<file path="config.mk">
export PLATFORM = sky130hd
export DESIGN_NAME = commit_token_arbiter
export DESIGN_NICKNAME = d
export VERILOG_FILES = /design/src/rtl/commit_token_arbiter.sv
export SDC_FILE = /design/constraint.sdc
export NUM_CORES = 1
export LEC_CHECK = 0
export BUFFER_PORTS_ARGS = -buffer_cell sky130_fd_sc_hd__buf_2
export CAP_MARGIN = 20
export CORE_MARGIN = 8
export CORE_UTILIZATION = 47
export CTS_CLUSTER_DIAMETER = 100
export DETAILED_ROUTE_END_ITERATION = 6
export PLACE_DENSITY = 0.83
export SLEW_MARGIN = 20
export SYNTH_ARGS = -nofsm -noshare
export SYNTH_HDL_FRONTEND = slang
export SYNTH_SLANG_ARGS = --single-unit
</file>
<file path="constraint.sdc">
create_clock -name clk -period 3.9 [get_ports clk]
set_input_delay 0.78 -clock clk [delete_from_list [all_inputs] [get_ports clk]]
set_output_delay 0.78 -clock clk [all_outputs]
set_load 0.01 [all_outputs]
</file>
<file path="src/rtl/commit_token_arbiter.sv">
module commit_token_arbiter #(
  parameter int N_CORES = 8,
  parameter int LOG_W   = 8,
  localparam int ID_W   = $clog2(N_CORES)
) (
  input  logic               clk,
  input  logic               rst_n,
  input  logic               replay_mode,
  input  logic               halt,
  input  logic [N_CORES-1:0] commit_req,
  input  logic [N_CORES-1:0] commit_done,
  output logic [N_CORES-1:0] token_grant,
  output logic               log_out_valid,
  output logic [LOG_W-1:0]   log_out_data,
  input  logic               log_in_valid,
  input  logic [LOG_W-1:0]   log_in_data,
  output logic               log_in_ready
);

  logic            held;
  logic [ID_W-1:0] owner;
  logic [ID_W-1:0] rr_ptr;
  logic [ID_W-1:0] rr_pick;
  logic            rr_found;
  logic            log_v_q;

  always_comb begin
    rr_found = 1'b0;
    rr_pick  = rr_ptr;
    for (int k = 0; k < N_CORES; k++) begin
      int c;
      c = int'(rr_ptr) + k;
      if (c >= N_CORES) c = c - N_CORES;
      if (!rr_found && commit_req[c]) begin
        rr_found = 1'b1;
        rr_pick  = ID_W'(c);
      end
    end
  end

  wire [ID_W-1:0] log_id  = log_in_data[ID_W-1:0];
  wire            rp_ok   = log_in_valid && (int'(log_id) < N_CORES) && commit_req[log_id];
  wire            release_tok = held && commit_done[owner];
  wire            win     = !held && !halt && (replay_mode ? rp_ok : rr_found);
  wire [ID_W-1:0] win_id  = replay_mode ? log_id : rr_pick;

  always_ff @(posedge clk) begin
    if (!rst_n) begin
      held    <= 1'b0;
      owner   <= '0;
      rr_ptr  <= '0;
      log_v_q <= 1'b0;
    end else begin
      log_v_q <= win && !replay_mode;
      if (held) begin
        if (release_tok) held <= 1'b0;
      end else if (win) begin
        held  <= 1'b1;
        owner <= win_id;
        if (!replay_mode)
          rr_ptr <= (int'(rr_pick) == N_CORES - 1) ? '0 : rr_pick + 1'b1;
      end
    end
  end

  assign token_grant   = {{(N_CORES-1){1'b0}}, held} << owner;
  assign log_out_valid = log_v_q;
  assign log_out_data  = LOG_W'(owner);
  assign log_in_ready  = replay_mode && release_tok;

endmodule


</file>
# Yosys cells after proc, flatten, opt, wreduce, memory -nomap -nowiden

Cells that the tools add are included.
W data, S select, Z words.

Equal/unequal tests: 1
Shift operators: 1
Reduce and logical (&&, ||, !) cells: 25
Mux-type cells: 58
Add/sub/neg operators: 16
Bitwise operators: 2
Order comparisons: 18

Operators by type and width:

| cell                  | count |
|---|---|
| $lt A32 B5 Y1 const B | 8 |
| $mux W32              | 8 |
| $sub A4 B4 Y5 const B | 7 |
| $bmux W1 S3           | 10 |
| $mux W1               | 30 |
| $mux W3               | 10 |
| $ge A4 B4 Y1 const B  | 7 |
| $add A3 B3 Y4 const B | 4 |
| $logic_and A1 B1 Y1   | 13 |
| $logic_not A1 Y1      | 10 |
| $add A3 B2 Y4 const B | 2 |
| $lt A3 B4 Y1 const B  | 2 |
| $shl A1 B3 Y8         | 1 |
| $sub A3 B4 Y5 const B | 1 |
| $add A3 B1 Y4 const B | 1 |
| $ge A3 B4 Y1 const B  | 1 |
| $add A3 B1 Y3 const B | 1 |
| $eq A3 B1 Y1 const B  | 1 |
| $reduce_and A3 Y1     | 1 |
| $not A1 Y1            | 2 |
| $reduce_and A2 Y1     | 1 |

Output and inout port bits: 18
Word-level logic and storage cells: 125
Input port bits: 29
Bits in registers: 8

# Logic depth before layout (Yosys ltp)

Depth in word-level cells: 31
Gate-level depth with buffers: 16
Depth with buffers taken out: 14

# Worst setup path before layout

Ideal clock, no wire load.

Path type: register -> register
Start point: reg rr_ptr[1]
End point: reg rr_ptr[2]
Path slack: -105 ps
Required time: 3809 ps
Stages on the path, launching flop included: 16
Arrival: 3914 ps
Path buffers: 2
Period minus slack after synthesis: 4005 ps
Library setup time: 91 ps
Cell sequence: dfxtp_1 clkbuf_1 inv_1 ha_1 buf_2 mux4_2 mux2_2 o2bb2ai_1 a22o_1 a22o_1 o32ai_1 a21oi_1 a2bb2oi_1 ha_1 or3_1 a311oi_1

Longest elaborated chain between the ends: 30
Elaborated cells on any way between the ends: 91
Classes of those cells: 16 x add/sub; 8 x order compare; 1 x eq/ne; 50 x mux; 16 x reduce/logical

RTL lines:

| element                                                | RTL line | RTL |
|---|---|---|
| from (decl)                                            | 22       | `logic [ID_W-1:0] rr_ptr;` |
| from (signal assigned)                                 | 61       | `rr_ptr <= (int'(rr_pick) == N_CORES - 1) ? '0 : rr_pick + 1'b1;` |
| branches (longest 30 deep; another with $sub A4 B4 Y5) | --       |  |

Parallel ways; which one is timed is not known. The select of a mux whose other input is x is not followed.
A chain may end at the register's enable or synchronous reset.

# Worst setup path after layout

Ends and elaborated chain as after synthesis.

==> results.yml <==
outcome:
  status: "complete, no violations"
worst_setup_path:
  crit_arrival_ns: 3.89
  r2r-start: "rr_ptr[1]"
  crit_type: "register to register"
  critPathTopFamily: "compound AO/OA/AOI/OAI gates"
  crit_buf_inv: 1
  cp_slowest_cell: "mux4_2"
  crit_path_max_incr_delay_ns: 0.60
  cp.required_ns: 4.07
  start_kind: "register"
  cp-end-kind: "register"
  crit_chain: "inv_1 > ha_1 > mux4_2 > mux2_2 > o2bb2ai_1 > a22o_1 > a22o_1 > o32ai_1 > a21oi_1 > a2bb2oi_1 > ha_1 > or3_1 > a311oi_1"
  rr_endpoint: "rr_ptr[2]"
  rrSetupSlack_ns: 0.18
  cp_max_fo: 5
  ff2ff_path_depth: 13
timing:
  hold_viol_final: 0
  worst_hold_slack_ns: 0.578
  fin_crit_sh_pct: 95.4
  setup_tns_ns: 0
  min_period_ns: 3.72
  finClkSkew_ns: 0.00596
  fin_ws_ns: 0.179
  setup_viol: 0
  max_slew_margin_pct: 63.4
  tightest_slew_ns: 0.548
  clock.fmax_mhz: 269
  final_max_slew_viol_count: 0
  rsz0062_at_grt: "no"
detailed_routing:
  via_per_inst: 6.09
  drtAntennaViolNets: 0
  drt_iter0_markers: 78
  drt-total-wl_mm: 4.08
  vias: 1497
  drc: 0
  wl_per_cell_um: 16.6
  dr.pass1.iters: 4
floorplan:
  pin_count: 47
  start_util_pct: 48.8
  fp.dieW_um: 71.8
  rows: 20
  coreArea_mm2: 0.00300
  die_h_um: 71.8
  die-area_mm2: 0.00516
yosys:
  ys_ff_latch: 8
  syn_area_mm2: 0.00147
  synth_edf_count: 0
  yosys_most_used_dff: "dfxtp_1"
  synth-async-reset-ratio_pct: 0
  ys_seq_area_share_pct: 10.9
  syn_inst: 172
  syn_avg_cell_area_um2: 8.52
  yosys_warnings: 0
  yosysUniqueCellTypes: 54
flow_run:
  cap_violations: 0
finish:
  final-seq-area_um2: 160
  syn_to_final_growth_pct: 18.4
  num_antenna_cells: 0
  final_area_mm2: 0.00173
  nets: 247
  final_layout_size_suffix_gt1_share_pct: 34.3
  final_common_cell: "buf_2"
  final_util_pct: 57.8
  layout_common_cells: "buf_2, nor2_1, a21oi_1, nand2_1, buf_4"
  multiInputGateArea_mm2: 0.00123
  fill_cells: 270
place:
  place_area_mm2: 0.00169
  hpwl_mm: 3.31
  port-buffer-count: 36
  place_ws_ns: 0.0226
  globalplace.congestion: 0.866
power:
  ir_drop_uv: 303
  leakagePower_nw: 0.739
  powerDensity_mw_per_mm2: 529
cts:
  cts_htree_levels: 1
  clk_latency_ns: 0.25
  cts.sinks: 8
  clockBufferDepth: 2
  root_buffer: "clkbuf_4"
  path_clk_slew_ns: 0.06
  cts_tree: "yes"
  numCtsBuffers: 3
worst_hold_path:
  hp-class: "register to register"
  min_to: "held"
  min_from: "held"
  hold_depth: 2
global_route:
  grt_usage_pct: 15.7
  grt_first_pass_wirelength_mm: 6.82
  overflow: 0
  grt_max_degree: 17
  antenna_found_initial: 0
  grt_pass1_vias: 1497
## cells by family after synthesis
logic type                 Yosys count  synth area share (%)
buffers and inverters               19                  7.26
adders and majority gates            3                  2.56
other                                1                 0.256
xor gates and xnor gates             4                  2.39
and+or+nand+nor                     61                  20.7
muxes                               28                  31.2
AOI/OAI and AO/OA                   48                  24.8
DFF                                  8                  10.9
## worst register-to-register path: stages, from the launching register on
cell and delay [ns]:
dfxtp_1 0.33, inv_1 0.06, ha_1 0.38, mux4_2 0.60, mux2_2 0.31, o2bb2ai_1 0.19
a22o_1 0.26, a22o_1 0.17, o32ai_1 0.16, a21oi_1 0.15, a2bb2oi_1 0.17, ha_1 0.23
or3_1 0.36, a311oi_1 0.25
## final cells by class
| cell class | instances | area share (%) |
|---|---|---|
| sequential | 8 | 9.24 |
| inverter | 7 | 1.52 |
| tap | 33 | 2.38 |
| timing repair buffer | 46 | 14.7 |
| clock buffer | 3 | 1.30 |
| multi-input combinational | 149 | 70.9 |
## synth_stat cells (all sizes together) (2+ instances only)
library cell  count  area, um^2
a2111oi           2        17.5
a211oi            2        15.0
a21oi            12        60.1
a22o              3        26.3
a2bb2oi           3        26.3
a31oi             3        18.8
and2              3        18.8
buf               8        65.1
clkbuf            4        15.0
dfxtp             8         160
ha                3        37.5
inv               7        26.3
mux2              6        71.3
mux2i            10         104
mux4             12         282
nand2            11        41.3
nand2b            8        50.1
nor2             24        92.6
nor2b             2        12.5
nor3              6        41.3
o21ai             6        30.0
o32ai             2        17.5
or2               2        15.0
or3               2        12.5
xnor2             2        17.5
xor2              2        17.5
## sequential cells by signal, summed over array words and instances (netlist names)
register and cells:
held 1, log_out_valid 1, owner 3, rr_ptr 3
## per-layer routing
metal	vias to the layer above	track usage (%)	wire length (um)
met5	-	0	0
met4	0	2.72	29
met2	25	28.2	2190
met1	735	18.8	1750
met3	2	3.35	110
li1	735	-	-
## through the flow
| step | power (W) | cells |
|---|---|---|
| final | 0.000918 | 246 |
| after global routing | 0.00100 | 246 |
| after CTS | 0.000895 | 245 |
| after detailed placement | 0.000829 | 242 |
| after global placement | 0.000808 | 242 |
| after floorplan | 0.000651 | 176 |
## where the power goes
part | internal (W) | switching (W) | total (W)
clock | 0.0000352 | 0.0000277 | 0.0000629
combinational | 0.000346 | 0.000400 | 0.000746
sequential | 0.0000943 | 0.0000145 | 0.000109
total | 0.000476 | 0.000442 | 0.000918
## how the worst max path moves through the flow
stage / startpoint / endpoint / slack [ns] / depth (start not counted)
CTS: rr_ptr[0] / rr_ptr[2] / 0.10 / 11
detailed placement: commit_req[2] / rr_ptr[2] / 0.02 / 10
finish: rr_ptr[1] / rr_ptr[2] / 0.18 / 13
floorplan: rr_ptr[1] / rr_ptr[2] / 0.04 / 15
global route: rr_ptr[1] / rr_ptr[2] / 0.007 / 13
global placement: commit_req[6] / rr_ptr[2] / 0.09 / 10
## what timing repair did
item                       CTS  global route
hold buffers                 0             0
resized for setup            0             2
setup endpoints to repair    0             2
buffers inserted             0             1
No activity file was read; power rests on OpenSTA's default activity.
